--- src/rtl/rtc_core_pkg.sv ---
package rtc_core_pkg;
  localparam int unsigned OFS_CTRL   = 'h00;
  localparam int unsigned OFS_LOAD   = 'h04;
  localparam int unsigned OFS_ALARM  = 'h08;
  localparam int unsigned OFS_MASK   = 'h20;
  localparam int unsigned OFS_CLEAR  = 'h24;
  localparam int unsigned OFS_STATUS = 'h30;
  localparam int unsigned OFS_TIME   = 'h34;

  localparam int unsigned BIT_ALM_EN = 0;
  localparam int unsigned BIT_OSC    = 8;
  localparam int unsigned BIT_RUN    = 12;
endpackage

--- src/rtl/rtc_prescaler.sv ---
module rtc_prescaler #(
  parameter int unsigned PRESC_W = 15
) (
  input  logic clk_i,
  input  logic rst_ni,
  input  logic run_i,
  input  logic tick_i,
  input  logic clear_i,
  output logic carry_o
);
  logic [PRESC_W-1:0] div_q;

  always_ff @(posedge clk_i or negedge rst_ni) begin
    if (!rst_ni)              div_q <= '0;
    else if (clear_i)         div_q <= '0;
    else if (run_i && tick_i) div_q <= div_q + 1'b1;
  end

  assign carry_o = run_i && tick_i && !clear_i && (div_q == '1);

  AST_PRESC_HOLD: assert property (@(posedge clk_i) disable iff (!rst_ni)
    !run_i && !clear_i |=> $stable(div_q));
  AST_PRESC_WRAP: assert property (@(posedge clk_i) disable iff (!rst_ni)
    carry_o |=> div_q == '0);
endmodule

--- src/rtl/rtc_sec_counter.sv ---
module rtc_sec_counter #(
  parameter int unsigned W    = 32,
  parameter bit          GRAY = 1'b0
) (
  input  logic         clk_i,
  input  logic         rst_ni,
  input  logic         load_i,
  input  logic [W-1:0] load_val_i,
  input  logic         step_i,
  output logic [W-1:0] cnt_o,
  output logic [W-1:0] cnt_nxt_o
);
  logic [W-1:0] cnt_q;

  function automatic logic [W-1:0] bin2gray(input logic [W-1:0] b);
    return b ^ (b >> 1);
  endfunction

  function automatic logic [W-1:0] gray2bin(input logic [W-1:0] g);
    logic [W-1:0] b;
    b[W-1] = g[W-1];
    for (int i = W - 2; i >= 0; i--) b[i] = b[i+1] ^ g[i];
    return b;
  endfunction

  generate
    if (GRAY) begin : g_gray
      assign cnt_nxt_o = bin2gray(gray2bin(cnt_q) + 1'b1);
    end else begin : g_bin
      assign cnt_nxt_o = cnt_q + 1'b1;
    end
  endgenerate

  always_ff @(posedge clk_i or negedge rst_ni) begin
    if (!rst_ni)     cnt_q <= '0;
    else if (load_i) cnt_q <= load_val_i;
    else if (step_i) cnt_q <= cnt_nxt_o;
  end

  assign cnt_o = cnt_q;

  AST_LOAD_VALUE: assert property (@(posedge clk_i) disable iff (!rst_ni)
    load_i |=> cnt_q == $past(load_val_i));

  generate
    if (GRAY) begin : g_chk_gray
      AST_GRAY_ONE_BIT: assert property (@(posedge clk_i) disable iff (!rst_ni)
        step_i && !load_i |=> $countones(cnt_q ^ $past(cnt_q)) == 1);
    end else begin : g_chk_bin
      AST_BIN_PLUS_ONE: assert property (@(posedge clk_i) disable iff (!rst_ni)
        step_i && !load_i |=> cnt_q == $past(cnt_q) + W'(1));
    end
  endgenerate
endmodule

--- src/rtl/rtc_alarm_status.sv ---
module rtc_alarm_status #(
  parameter int unsigned W = 32
) (
  input  logic         clk_i,
  input  logic         rst_ni,
  input  logic         step_i,
  input  logic         arm_i,
  input  logic [W-1:0] cnt_nxt_i,
  input  logic [W-1:0] alarm_i,
  input  logic         clr_i,
  output logic         status_o
);
  logic hit;
  logic status_q;

  assign hit = step_i && arm_i && (cnt_nxt_i == alarm_i);

  // a fresh hit beats a simultaneous clear
  always_ff @(posedge clk_i or negedge rst_ni) begin
    if (!rst_ni) status_q <= 1'b0;
    else         status_q <= hit || (status_q && !clr_i);
  end

  assign status_o = status_q;

  AST_STICKY: assert property (@(posedge clk_i) disable iff (!rst_ni)
    status_q && !clr_i |=> status_q);
  AST_CLEAR: assert property (@(posedge clk_i) disable iff (!rst_ni)
    clr_i && !hit |=> !status_q);
  AST_NO_SPURIOUS: assert property (@(posedge clk_i) disable iff (!rst_ni)
    !status_q && !(step_i && arm_i) |=> !status_q);
endmodule

--- src/rtl/rtc_alarm_core.sv ---
module rtc_alarm_core
  import rtc_core_pkg::*;
#(
  parameter int unsigned DATA_W  = 32,
  parameter int unsigned ADDR_W  = 6,
  parameter int unsigned PRESC_W = 15,
  parameter bit          GRAY    = 1'b0
) (
  input  logic              clk_i,
  input  logic              rst_ni,
  input  logic              tick_i,
  input  logic              sec_step_i,
  input  logic              req_i,
  input  logic              we_i,
  input  logic [ADDR_W-1:0] addr_i,
  input  logic [DATA_W-1:0] wdata_i,
  output logic [DATA_W-1:0] rdata_o,
  output logic              irq_o,
  output logic              osc_sel_o
);
  logic              alm_en_q, osc_q, run_q, mask_q;
  logic [DATA_W-1:0] alarm_q;
  logic [DATA_W-1:0] cnt, cnt_nxt;
  logic              wr, wr_ctrl, wr_load, wr_alarm, wr_mask, clr;
  logic              carry, sec_adv, status;

  assign wr       = req_i && we_i;
  assign wr_ctrl  = wr && (addr_i == ADDR_W'(OFS_CTRL));
  assign wr_load  = wr && (addr_i == ADDR_W'(OFS_LOAD));
  assign wr_alarm = wr && (addr_i == ADDR_W'(OFS_ALARM));
  assign wr_mask  = wr && (addr_i == ADDR_W'(OFS_MASK));
  assign clr      = wr && (addr_i == ADDR_W'(OFS_CLEAR)) && wdata_i[0];

  always_ff @(posedge clk_i or negedge rst_ni) begin
    if (!rst_ni) begin
      alm_en_q <= 1'b0;
      osc_q    <= 1'b0;
      run_q    <= 1'b0;
      mask_q   <= 1'b1;
      alarm_q  <= '0;
    end else begin
      if (wr_ctrl) begin
        alm_en_q <= wdata_i[BIT_ALM_EN];
        osc_q    <= wdata_i[BIT_OSC];
        run_q    <= wdata_i[BIT_RUN];
      end
      if (wr_alarm) alarm_q <= wdata_i;
      if (wr_mask)  mask_q  <= wdata_i[0];
    end
  end

  rtc_prescaler #(.PRESC_W(PRESC_W)) u_presc (
    .clk_i   (clk_i),
    .rst_ni  (rst_ni),
    .run_i   (run_q),
    .tick_i  (tick_i),
    .clear_i (wr_load),
    .carry_o (carry)
  );

  // load wins over any second step in the same cycle
  assign sec_adv = run_q && (carry || sec_step_i) && !wr_load;

  rtc_sec_counter #(.W(DATA_W), .GRAY(GRAY)) u_cnt (
    .clk_i      (clk_i),
    .rst_ni     (rst_ni),
    .load_i     (wr_load),
    .load_val_i (wdata_i),
    .step_i     (sec_adv),
    .cnt_o      (cnt),
    .cnt_nxt_o  (cnt_nxt)
  );

  rtc_alarm_status #(.W(DATA_W)) u_alm (
    .clk_i     (clk_i),
    .rst_ni    (rst_ni),
    .step_i    (sec_adv),
    .arm_i     (alm_en_q),
    .cnt_nxt_i (cnt_nxt),
    .alarm_i   (alarm_q),
    .clr_i     (clr),
    .status_o  (status)
  );

  always_comb begin
    rdata_o = '0;
    unique case (addr_i)
      ADDR_W'(OFS_CTRL): begin
        rdata_o[BIT_ALM_EN] = alm_en_q;
        rdata_o[BIT_OSC]    = osc_q;
        rdata_o[BIT_RUN]    = run_q;
      end
      ADDR_W'(OFS_LOAD),
      ADDR_W'(OFS_TIME):   rdata_o = cnt;
      ADDR_W'(OFS_ALARM):  rdata_o = alarm_q;
      ADDR_W'(OFS_MASK):   rdata_o[0] = mask_q;
      ADDR_W'(OFS_STATUS): rdata_o[0] = status;
      default:             rdata_o = '0;
    endcase
  end

  assign irq_o     = status && alm_en_q && !mask_q;
  assign osc_sel_o = osc_q;

  AST_STOPPED_HOLDS: assert property (@(posedge clk_i) disable iff (!rst_ni)
    !run_q && !wr_load |=> $stable(cnt));
  AST_MASK_WRITE: assert property (@(posedge clk_i) disable iff (!rst_ni)
    wr_mask |=> mask_q == $past(wdata_i[0]));
endmodule

--- config.mk ---
export PLATFORM = sky130hd
export DESIGN_NAME = rtc_alarm_core
export DESIGN_NICKNAME = d
export VERILOG_FILES = /design/src/rtl/rtc_core_pkg.sv /design/src/rtl/rtc_prescaler.sv /design/src/rtl/rtc_sec_counter.sv /design/src/rtl/rtc_alarm_status.sv /design/src/rtl/rtc_alarm_core.sv
export SDC_FILE = /design/constraint.sdc
export NUM_CORES = 1
export LEC_CHECK = 0
export ABC_CLOCK_PERIOD_IN_PS = 8150
export BUFFER_PORTS_ARGS = -buffer_cell sky130_fd_sc_hd__buf_2
export CORE_MARGIN = 4
export CORE_UTILIZATION = 60
export DETAILED_ROUTE_END_ITERATION = 7
export GPL_TIMING_DRIVEN = 1
export PLACE_DENSITY = 0.83
export SLEW_MARGIN = 10
export SYNTH_ARGS = -nofsm -noshare
export SYNTH_HDL_FRONTEND = slang
export SYNTH_HIERARCHICAL = 1
export SYNTH_SLANG_ARGS = --single-unit
--- constraint.sdc ---
create_clock -name clk_i -period 8.15 [get_ports clk_i]
set_input_delay 0.4075 -clock clk_i [delete_from_list [all_inputs] [get_ports clk_i]]
set_output_delay 0.4075 -clock clk_i [all_outputs]
set_load 0.005 [all_outputs]
==> metrics.md, run 1 <==
| Metric | Value |
|---|---|
| Antenna violations before repair | 0 |
| Initial Util | 62.42% |
| Setup crit end | u_alm/status_o |
| Core box area | 8806 um^2 |
| Post-CTS setup buffers | 0 |
| Most common cell after layout, fill and taps aside | dfrtp_1 |
| Max-cap violations | 0 |
| Clock share of power | 35.1% |
| Post-DR vias/cell | 6.624 |
| Clock Sinks | 84 |
| VDD IR max | 0.0001121 V |
| # IOs | 78 |
| Unrepaired setup endpoints after global routing | no |
| Post-synth top area cell | dfrtp_1 |
| WL/cell | 19.82 um |
| Clock Latency Late Sink | 0.36 ns |
| Row cnt | 34 |
| CP Capture Type | flip-flop |
| GP Congestion | 0.9500 |
| Sequential Power Share | 49.4% |
| Total power density per cell area | 174.4 nW/um^2 |
| Port Buffers | 77 |
| Hold_buf cts | 0 |
| Synth area leaders | dfrtp_1 (38%), xnor2_1 (7.5%), mux2_2 (6.6%) |
| Min-Delay Path Class | input pin to asynchronous set/reset pin |
| Critical path arrival | 4.02 ns |
| CTS Buffer Depth | 2 |
| DRT antenna net count | 0 |
| Yosys top cell area share | 37.79% |
| Root buffer cell | clkbuf_8 |
| Synth Warn # | 6 |
| WL final | 14.77 mm |
| Pin count of the biggest net entering global routing | 85 |
| Vias in the first global route | 4946 |
| Crit path from | u_cnt/cnt_o[8] |
| P_int | 0.7470 mW |
| Yosys cell types | 53 |
| Clock edge transition at the registers on the reported setup and hold paths | 0.09 ns |
| Final worst path period share | 45.91% |
| Synthesized Nets | 623 |
| Setup_tns | 0 ns |
| Nets@finish | 678 |
| Flop-to-flop setup slack | 4.41 ns |
| Dpl cells | 729 |
| Final worst path period need | 3.741 ns |
| Antenna cell count | 0 |
| Pre-antenna DRT Iters | 5 |
| TritonCTS clock tree | yes |
| Fin cells | 745 |
| CP max FO | 9 |
| Die Width | 103.7 um |
| Initial DRC Count | 398 |
| Vias | 4935 |
| First-pass GRT wire length | 24.56 mm |
| Hpwl dp | 10.08 mm |
| Least-Margin Pin Slew | 1.190 ns |
| Synth Instances | 577 |
| FF+latch count, synth | 84 |
| Final-report max-slew violation count | 0 |
| Resized cells post-CTS | 0 |
| H-tree depth | 3 |
| EDFF count, synth | 0 |
| WP data required | 8.43 ns |
| Final Total Pwr | 1.068 mW |
| Psw | 0.3207 mW |
| Syn Std Cell Area | 5497 um^2 |
| Final setup margin | 4.409 ns |
| Final Hold Fails | 0 |
| Die area | 10760 um^2 |
| GRT overflow | 0 |
| Skew final | 0.009314 ns |
| Logic gate share of total power | 15.5% |
| Die height | 103.7 um |
| Layout Utilization | 69.54% |
| Relative slew slack | 20.01% |
| RR Startpoint | u_cnt/cnt_o[8] |
| Leakage power | 2.689 nW |
| Total GRT Usage | 27.57% |
| Status | complete, no violations |
| CTS Buf Count | 9 |
| Fillcell total | 672 |
| # DRC | 0 |
| Most frequent cells in the layout | dfrtp_1 (83), buf_2 (76), xnor2_1 (47), nor2_1 (46), nand2_1 (44) |
| Highest clock rate | 267.3 MHz |
| Sequential cell area | 2103 um^2 |
| Area taken by multi-input logic gates | 3173 um^2 |
| Dpl ws | 4.424 ns |
| Setup CP Type | flip-flop to flip-flop |
| Ys async rst share | 100.0% |
| Sw Ratio | 30.04% |
| Reg2Reg Depth | 9 |
| Register area share after synthesis | 38.27% |
| Area grow syn2layout | 11.40% |
| Layout cells sized above 1 | 23.86% |
| Worst setup SP type | flip-flop |
| Most common flop cell mapped by yosys | dfrtp_1 |
| Avg Inst Size Synth | 9.526 um^2 |
| RR Endpoint | u_alm/status_o |
| Endpoints failing setup | 0 |
power by group through the flow:
stage | Clock [mW] | Sequential, mW | Combinational (mW)
after floorplan | 0 | 0.503 | 0.127
after global placement | 0 | 0.529 | 0.157
after detailed placement | 0 | 0.533 | 0.162
after CTS | 0.375 | 0.525 | 0.164
after global routing | 0.394 | 0.534 | 0.184
final | 0.374 | 0.527 | 0.166
critical path, cell delays in order, from the launching register on:
cell and delay (ns):
dfrtp_1 0.52, nand4_1 0.26, nor4_2 1.02, nand3_1 0.20, xnor2_1 0.18, xor2_1 0.18
nor4_1 0.50, nand4_1 0.15, or4_1 0.55, o22ai_2 0.10
cell families (layout without fill, tap and decap cells):
family / count (synthesis) / after routing / synth area share, %
fa+ha+maj: 2 / 2 / 0.4552
buf+inv: 48 / 108 / 4.120
simple gates: 227 / 227 / 23.36
mux: 41 / 41 / 8.309
flops: 84 / 84 / 38.27
compound gates: 90 / 90 / 11.95
xor+xnor: 85 / 85 / 13.54
state kept, by name, indices dropped and copies added (netlist names):
name,cells
run_q,1
u_alm/status_o,1
mask_q,1
alm_en_q,1
osc_sel_o,1
alarm_q,32
u_presc/div_q,15
u_cnt/cnt_o,32
final cells by class:
class	count	area share (%)
timing repair buffer	82	6.947
clock inverter	6	1.819
clock buffer	10	2.248
inverter	10	0.6130
multi-input combinational	445	51.82
tap	108	2.207
sequential	84	34.35
Yosys cell counts, types with 5 or more instances:
library cell,n
or4_1,12
dfrtp_1,83
nor4_1,11
inv_1,10
xnor2_1,47
nor2_1,46
nor3_1,14
xor2_1,38
clkbuf_1,21
mux2_1,5
o31ai_1,10
buf_2,7
a31oi_1,14
a22o_1,30
nor4_2,5
o21ai_0,18
nand4_1,28
nand3_1,25
or3_1,8
a21oi_1,7
nand2_1,44
mux2_2,32
metal layers:
metal,vias up,global-route usage [%],share of wire [%]
li1,2215,-,-
met1,2386,34.60,40
met2,284,46.07,48
met3,50,6.095,8.3
met4,0,11.59,3.4
met5,-,0,0
worst min path at each step:
stage,from,endpoint,depth (start not counted)
after global placement,u_presc/div_q[14],u_presc/div_q[14],2
after floorplan,rst_ni,alarm_q[0],0
after detailed placement,alarm_q[0],alarm_q[0],1
after CTS,wdata_i[10],u_cnt/cnt_o[10],3
final,rst_ni,u_presc/div_q[2],1
after global routing,wdata_i[6],u_cnt/cnt_o[6],3
stage by stage:
step / area, um^2 / hold WS, ns
3_5_place_dp: 5874 / 0.5244
6_report: 6123 / 0.2228
3_3_place_gp: 5874 / 0.5155
4_1_cts: 6123 / 0.2586
2_1_floorplan: 5497 / 0.1119
5_1_grt: 6123 / 0.2618
(Power assumes the default switching activity.)
==> inputs of run 2 (changes only) <==
--- a/config.mk
+++ b/config.mk
@@ -5,13 +5,13 @@
 export SDC_FILE = /design/constraint.sdc
 export NUM_CORES = 1
 export LEC_CHECK = 0
-export ABC_CLOCK_PERIOD_IN_PS = 8150
+export ABC_CLOCK_PERIOD_IN_PS = 3100
 export BUFFER_PORTS_ARGS = -buffer_cell sky130_fd_sc_hd__buf_2
 export CORE_MARGIN = 4
-export CORE_UTILIZATION = 60
+export CORE_UTILIZATION = 53
 export DETAILED_ROUTE_END_ITERATION = 7
 export GPL_TIMING_DRIVEN = 1
-export PLACE_DENSITY = 0.83
+export PLACE_DENSITY = 0.78
 export SLEW_MARGIN = 10
 export SYNTH_ARGS = -nofsm -noshare
 export SYNTH_HDL_FRONTEND = slang
==> constraint.sdc (replaced) <==
create_clock -name clk_i -period 3.1 [get_ports clk_i]
set_input_delay 0.155 -clock clk_i [delete_from_list [all_inputs] [get_ports clk_i]]
set_output_delay 0.155 -clock clk_i [all_outputs]
set_load 0.005 [all_outputs]
==> run 2 against run 1 <==
- the flow now finishes with violations (hold timing)
- worst hold slack worse by 0.27 ns
- total power grew to 2.6 times the previous value
- worst setup slack got worse by 4.3 ns
- critical endpoint unchanged
==> metrics.md, run 2 (synthesis results as in run 1) <==
| Metric | Value |
|---|---|
| Status | finished, violations left |
| Failing checks | hold timing |
| Clock Latency Late Sink | 0.38 ns (+0.02 ns) |
| Area grow syn2layout | 18.46% |
| Die Width | 109.8 um (+5.9%) |
| Reg2Reg Depth | 9 (unchanged) |
| GP Congestion | 0.9183 (-3.3%) |
| RR Startpoint | u_cnt/cnt_o[16] |
| Most frequent cells in the layout | dfrtp_1 (81), buf_2 (76), xnor2_1 (47), nor2_1 (46), buf_4 (46) |
| Root buffer cell | clkbuf_8 |
| Final worst path period share | 95.75% (+50 points) |
| Layout cells sized above 1 | 29.03% (+5.2 points) |
| CTS Buf Count | 9 (unchanged) |
| H-tree depth | 3 (unchanged) |
| CP max FO | 10 (+1) |
| CTS Buffer Depth | 2 (unchanged) |
| Final setup margin | 0.1317 ns (-4.277 ns) |
| Core box area | 9955 um^2 (+13%) |
| Skew final | 0.01288 ns (+0.003562 ns) |
| WP data required | 3.39 ns (-5.04 ns) |
| Pre-antenna DRT Iters | 5 (unchanged) |
| Dpl ws | 0.08061 ns (-4.343 ns) |
| WL/cell | 19.01 um (-4.1%) |
| WL final | 15.49 mm (+4.9%) |
| Min-Delay Path Class | input pin to asynchronous set/reset pin |
| Port Buffers | 77 (unchanged) |
| Initial DRC Count | 422 (+6.0%) |
| Relative slew slack | 26.41% (+6.4 points) |
| Vias in the first global route | 4833 (-2.3%) |
| Max-cap violations | 0 (unchanged) |
| Hpwl dp | 11.07 mm (+9.8%) |
| Total power density per cell area | 430.7 nW/um^2 (+150%) |
| VDD IR max | 0.0003193 V (+180%) |
| Nets@finish | 723 (+6.6%) |
| # DRC | 0 (unchanged) |
| Crit path from | u_cnt/cnt_o[16] |
| Endpoints failing setup | 0 (unchanged) |
| # IOs | 78 (unchanged) |
| Most common cell after layout, fill and taps aside | dfrtp_1 |
| Total GRT Usage | 26.62% (-0.95 points) |
| Final-report max-slew violation count | 0 (unchanged) |
| DRT antenna net count | 0 (unchanged) |
| Die height | 109.8 um (+5.9%) |
| Die area | 12060 um^2 (+12%) |
| Clock Sinks | 84 (unchanged) |
| TritonCTS clock tree | yes |
| Worst setup SP type | flip-flop |
| GRT overflow | 0 (unchanged) |
| Pin count of the biggest net entering global routing | 85 (unchanged) |
| Antenna cell count | 0 (unchanged) |
| Least-Margin Pin Slew | 1.104 ns (-0.08608 ns) |
| CP Capture Type | flip-flop |
| Antenna violations before repair | 0 (unchanged) |
| Row cnt | 36 (+5.9%) |
| Final Hold Fails | 28 (+28) |
| Leakage power | 2.920 nW (+8.6%) |
| Critical path arrival | 3.26 ns (-0.76 ns) |
| Initial Util | 55.22% (-7.2 points) |
| Clock edge transition at the registers on the reported setup and hold paths | 0.09 ns (about the same) |
| First-pass GRT wire length | 24.73 mm (+0.67%) |
| Setup CP Type | flip-flop to flip-flop |
| Final worst path period need | 2.968 ns (-0.7730 ns) |
| Worst hold slack | -0.04978 ns (-0.2726 ns) |
| Post-DR vias/cell | 6.158 (-7.0%) |
| Vias | 5019 (+1.7%) |
| Highest clock rate | 336.9 MHz (+26%) |
==> run 2: what timing repair did <==
action,CTS,global route
gates resized for setup,0,7
endpoints found under the setup margin,0,6
hold endpoints to repair,4,0
buffers inserted,0,1
hold buffers,4,0
==> run 2: power by group <==
group | switching, mW | total (mW) | leakage [nW] | internal, mW
Clock | 0.417 | 0.893 | 0.116 | 0.476
Combinational | 0.324 | 0.591 | 1.70 | 0.267
Sequential | 0.120 | 1.32 | 1.10 | 1.20
Total | 0.861 | 2.80 | 2.92 | 1.94
==> run 2: stage by stage <==
| step | cells | utilization (%) | cell area, um^2 | setup TNS, ns | power, mW |
|---|---|---|---|---|---|
| 2_1_floorplan | 577 | - | 5497 | 0 | 1.658 |
| 3_3_place_gp | 794 | 62.34 | 6206 | 0 | 1.879 |
| 3_5_place_dp | 794 | 62.34 | 6206 | 0 | 1.905 |
| 4_1_cts | 814 | 65.01 | 6471 | 0 | 2.807 |
| 5_1_grt | 815 | 65.41 | 6511 | -0.06095 | 2.952 |
| 6_report | 815 | 65.41 | 6511 | 0 | 2.805 |
==> run 2: final timing paths <==
path | endpoint | slack, ns
max | u_alm/status_o | 0.13
min | u_presc/div_q[0] | -0.05
max reg2reg | u_alm/status_o | 0.13
min reg2reg | osc_sel_o | 0.53
max in group asynchronous | u_cnt/cnt_o[22] | 2.36
min in group clk_i | u_cnt/cnt_o[1] | 0.02
==> run 2: critical path, stage by stage, from the launching register on <==
cell     delay (ns)
dfrtp_1        0.57
nand4_1        0.29
nor4_1         0.47
nand3_1        0.15
xnor2_1        0.16
xor2_1         0.17
nor4_1         0.33
nand4_1        0.11
or4_1          0.55
o22ai_2        0.10
==> run 2: final cells by class <==
type / count / area, um^2
tap: 133 / 166.4
fill: 817 / 3443
clock buffer: 10 / 137.6
inverter: 10 / 37.54
timing repair buffer: 127 / 777.0
multi-input combinational: 445 / 3199
clock inverter: 6 / 87.58
sequential: 84 / 2106
==> run 2: routing by layer <==
metal  share of wire (%)  global-route usage (%)
met5                   0                       0
met4                 2.7                   11.40
met3                 6.8                   5.050
met2                  47                   41.59
met1                  43                   36.04
==> inputs of run 3 (changes only) <==
--- a/config.mk
+++ b/config.mk
@@ -5,13 +5,13 @@
 export SDC_FILE = /design/constraint.sdc
 export NUM_CORES = 1
 export LEC_CHECK = 0
-export ABC_CLOCK_PERIOD_IN_PS = 3100
+export ABC_CLOCK_PERIOD_IN_PS = 3550
 export BUFFER_PORTS_ARGS = -buffer_cell sky130_fd_sc_hd__buf_2
 export CORE_MARGIN = 4
-export CORE_UTILIZATION = 53
+export CORE_UTILIZATION = 60
 export DETAILED_ROUTE_END_ITERATION = 7
 export GPL_TIMING_DRIVEN = 1
-export PLACE_DENSITY = 0.78
+export PLACE_DENSITY = 0.83
 export SLEW_MARGIN = 10
 export SYNTH_ARGS = -nofsm -noshare
 export SYNTH_HDL_FRONTEND = slang
==> constraint.sdc (replaced) <==
create_clock -name clk_i -period 3.55 [get_ports clk_i]
set_input_delay 0.1775 -clock clk_i [delete_from_list [all_inputs] [get_ports clk_i]]
set_output_delay 0.1775 -clock clk_i [all_outputs]
set_load 0.005 [all_outputs]
==> run 3 against run 2 <==
- the run still ends with hold timing left
- die area down 11%
- cell count shrank 6.9%
- core utilization grew 4.9 points
- critical endpoint unchanged
- largest power group unchanged
==> metrics.md, run 3 (synthesis results as in run 1) <==
| Metric | Value |
|---|---|
| Status | finished, violations left |
| Failing checks | hold timing |
| Die height | 103.7 um (-5.6%) |
| Setup_tns | 0 ns (unchanged) |
| Min-Delay Path Class | input pin to asynchronous set/reset pin |
| GRT overflow | 0 (unchanged) |
| Vias in the first global route | 4913 (+1.7%) |
| Final Hold Fails | 4 (-86%) |
| CP Capture Type | flip-flop |
| RR Endpoint | u_alm/status_o |
| Flop-to-flop setup slack | 0.24 ns (+0.11 ns) |
| CTS Buffer Depth | 2 (unchanged) |
| Root buffer cell | clkbuf_8 |
| Final instance area | 6191 um^2 (-4.9%) |
| Initial DRC Count | 373 (-12%) |
| Total GRT Usage | 27.48% (+0.87 points) |
| # DRC | 0 (unchanged) |
| Port Buffers | 77 (unchanged) |
| CP cell instances | nand3_1 -> or4_4 -> or4_1 -> xnor2_1 -> xor2_1 -> nor4_1 -> nand4_1 -> or4_1 -> o22ai_2 |
| Die Width | 103.7 um (-5.6%) |
| H-tree depth | 3 (unchanged) |
| Least-Margin Pin Slew | 1.072 ns (-0.03195 ns) |
| Unrepaired setup endpoints after global routing | no |
| Nets@finish | 692 (-4.3%) |
| WL met1 | 6.102 mm (-8.7%) |
| Clock edge transition at the registers on the reported setup and hold paths | 0.10 ns (about the same) |
| Final worst path period share | 93.13% (-2.6 points) |
| Endpoints failing setup | 0 (unchanged) |
| Layout cells sized above 1 | 25.50% (-3.5 points) |
| TritonCTS clock tree | yes |
| Antenna cell count | 0 (unchanged) |
| Crit-path max cell delay | 0.59 ns (+0.02 ns) |
| Die area | 10760 um^2 (-11%) |
| WL/cell | 19.27 um (+1.4%) |
| Reg2Reg Depth | 9 (unchanged) |
| CP max stage cell | or4_4 |
| Initial Util | 62.42% (+7.2 points) |
| Setup crit end | u_alm/status_o |
| WP data required | 3.85 ns (+0.46 ns) |
| Pin count of the biggest net entering global routing | 85 (unchanged) |
| Most frequent cells in the layout | dfrtp_1 (83), buf_2 (76), xnor2_1 (47), nor2_1 (46), nand2_1 (44) |
| Routed wl met3 | 972 um (-8.0%) |
| # IOs | 78 (unchanged) |
| Hold_buf cts | 0 (-4) |
| Total power density per cell area | 379.6 nW/um^2 (-12%) |
| Most common cell after layout, fill and taps aside | dfrtp_1 |
| Vias | 4870 (-3.0%) |
| Antenna violations before repair | 0 (unchanged) |
| GP Congestion | 0.9536 (+3.8%) |
| Row cnt | 34 (-5.6%) |
| Crit path from | u_cnt/cnt_o[3] |
| Critical path arrival | 3.60 ns (+0.34 ns) |
| Area grow syn2layout | 12.63% |
| WL final | 14.63 mm (-5.6%) |
| Final setup margin | 0.2438 ns (+0.1121 ns) |
| Hpwl dp | 10.34 mm (-6.6%) |
| Final-report max-slew violation count | 0 (unchanged) |
| Worst hold slack | -0.008800 ns (+0.04098 ns) |
| Highest clock rate | 302.5 MHz (-10%) |
| Relative slew slack | 28.54% (+2.1 points) |
| Pre-antenna DRT Iters | 5 (unchanged) |
| Clock Latency Late Sink | 0.37 ns (about the same) |
| Worst setup SP type | flip-flop |
| Dpl ws | 0.2945 ns (+0.2139 ns) |
| RR Startpoint | u_cnt/cnt_o[3] |
| First-pass GRT wire length | 24.51 mm (-0.89%) |
| Crit path top cell by count | or4_1 |
| Setup CP Type | flip-flop to flip-flop |
| Clock Sinks | 84 (unchanged) |
| Post-DR vias/cell | 6.416 (+4.2%) |
| CP max FO | 10 (unchanged) |
| Placement Cell Area | 5964 um^2 (-3.9%) |
| Max layer used | met4 |
| Max-cap violations | 0 (unchanged) |
| Skew final | 0.01161 ns (-0.001270 ns) |
| DRT antenna net count | 0 (unchanged) |
| DR WL met2 | 7.267 mm (-0.90%) |
| VDD IR max | 0.0002092 V (-34%) |
| CTS Buf Count | 9 (unchanged) |
| Final worst path period need | 3.306 ns (+0.3379 ns) |
| Leakage power | 2.744 nW (-6.0%) |
| Core box area | 8806 um^2 (-12%) |
| Layout Utilization | 70.30% (+4.9 points) |
## run 3: changes by cell type in the layout (fill, tap and decap cells not counted), sizes merged
cell and delta:
dlygate4sd3 -4, clkinv -4, inv +6, clkbuf -1, buf -27, bufinv -1
## run 3: per-layer routing
metal,vias to the layer above,GRT usage (%)
li1,2250,-
met1,2363,36.74
met2,231,46.31
met3,26,3.483
met4,0,9.497
met5,-,0
## run 3: repair_timing
| action | CTS | global route |
|---|---|---|
| buffers inserted | 0 | 2 |
| gates resized for setup | 0 | 0 |
| hold endpoints to repair | 0 | 0 |
| setup endpoints to repair | 0 | 1 |
## run 3: metrics by stage
stage               total power, mW  cells
floorplan                     1.448    577
global placement              1.593    741
detailed placement            1.613    741
CTS                           2.358    757
global route                  2.464    759
finish                        2.350    759
## run 3: critical path: cells and delay by family, from the launching register on
family           cells  cell delay, ns
AND/OR/NAND/NOR      6            2.30
flip-flops           1            0.54
XOR/XNOR             2            0.29
AO/OA/AOI/OAI        1            0.10
## run 3: area by class of cell
| cell class | instances | area [um^2] |
|---|---|---|
| Clock buffer | 9 | 123.9 |
| Clock inverter | 7 | 87.58 |
| Fill cell | 695 | 2615 |
| Inverter | 10 | 37.54 |
| Multi-Input combinational cell | 445 | 3173 |
| Sequential cell | 84 | 2103 |
| Tap cell | 108 | 135.1 |
| Timing Repair Buffer | 96 | 530.5 |
## run 3: worst min-delay path by stage
stage / endpoint / cells past startpoint
finish: u_presc/div_q[2] / 1
global route: u_cnt/cnt_o[9] / 3
CTS: u_cnt/cnt_o[6] / 3
detailed placement: u_cnt/cnt_o[14] / 3
global placement: u_cnt/cnt_o[3] / 3
floorplan: alarm_q[0] / 0
## run 3: power breakdown
group	internal, mW	switching (mW)	leakage, nW	total (mW)
Clock	0.345	0.400	0.109	0.745
Combinational	0.191	0.220	1.53	0.412
Sequential	1.05	0.146	1.10	1.19
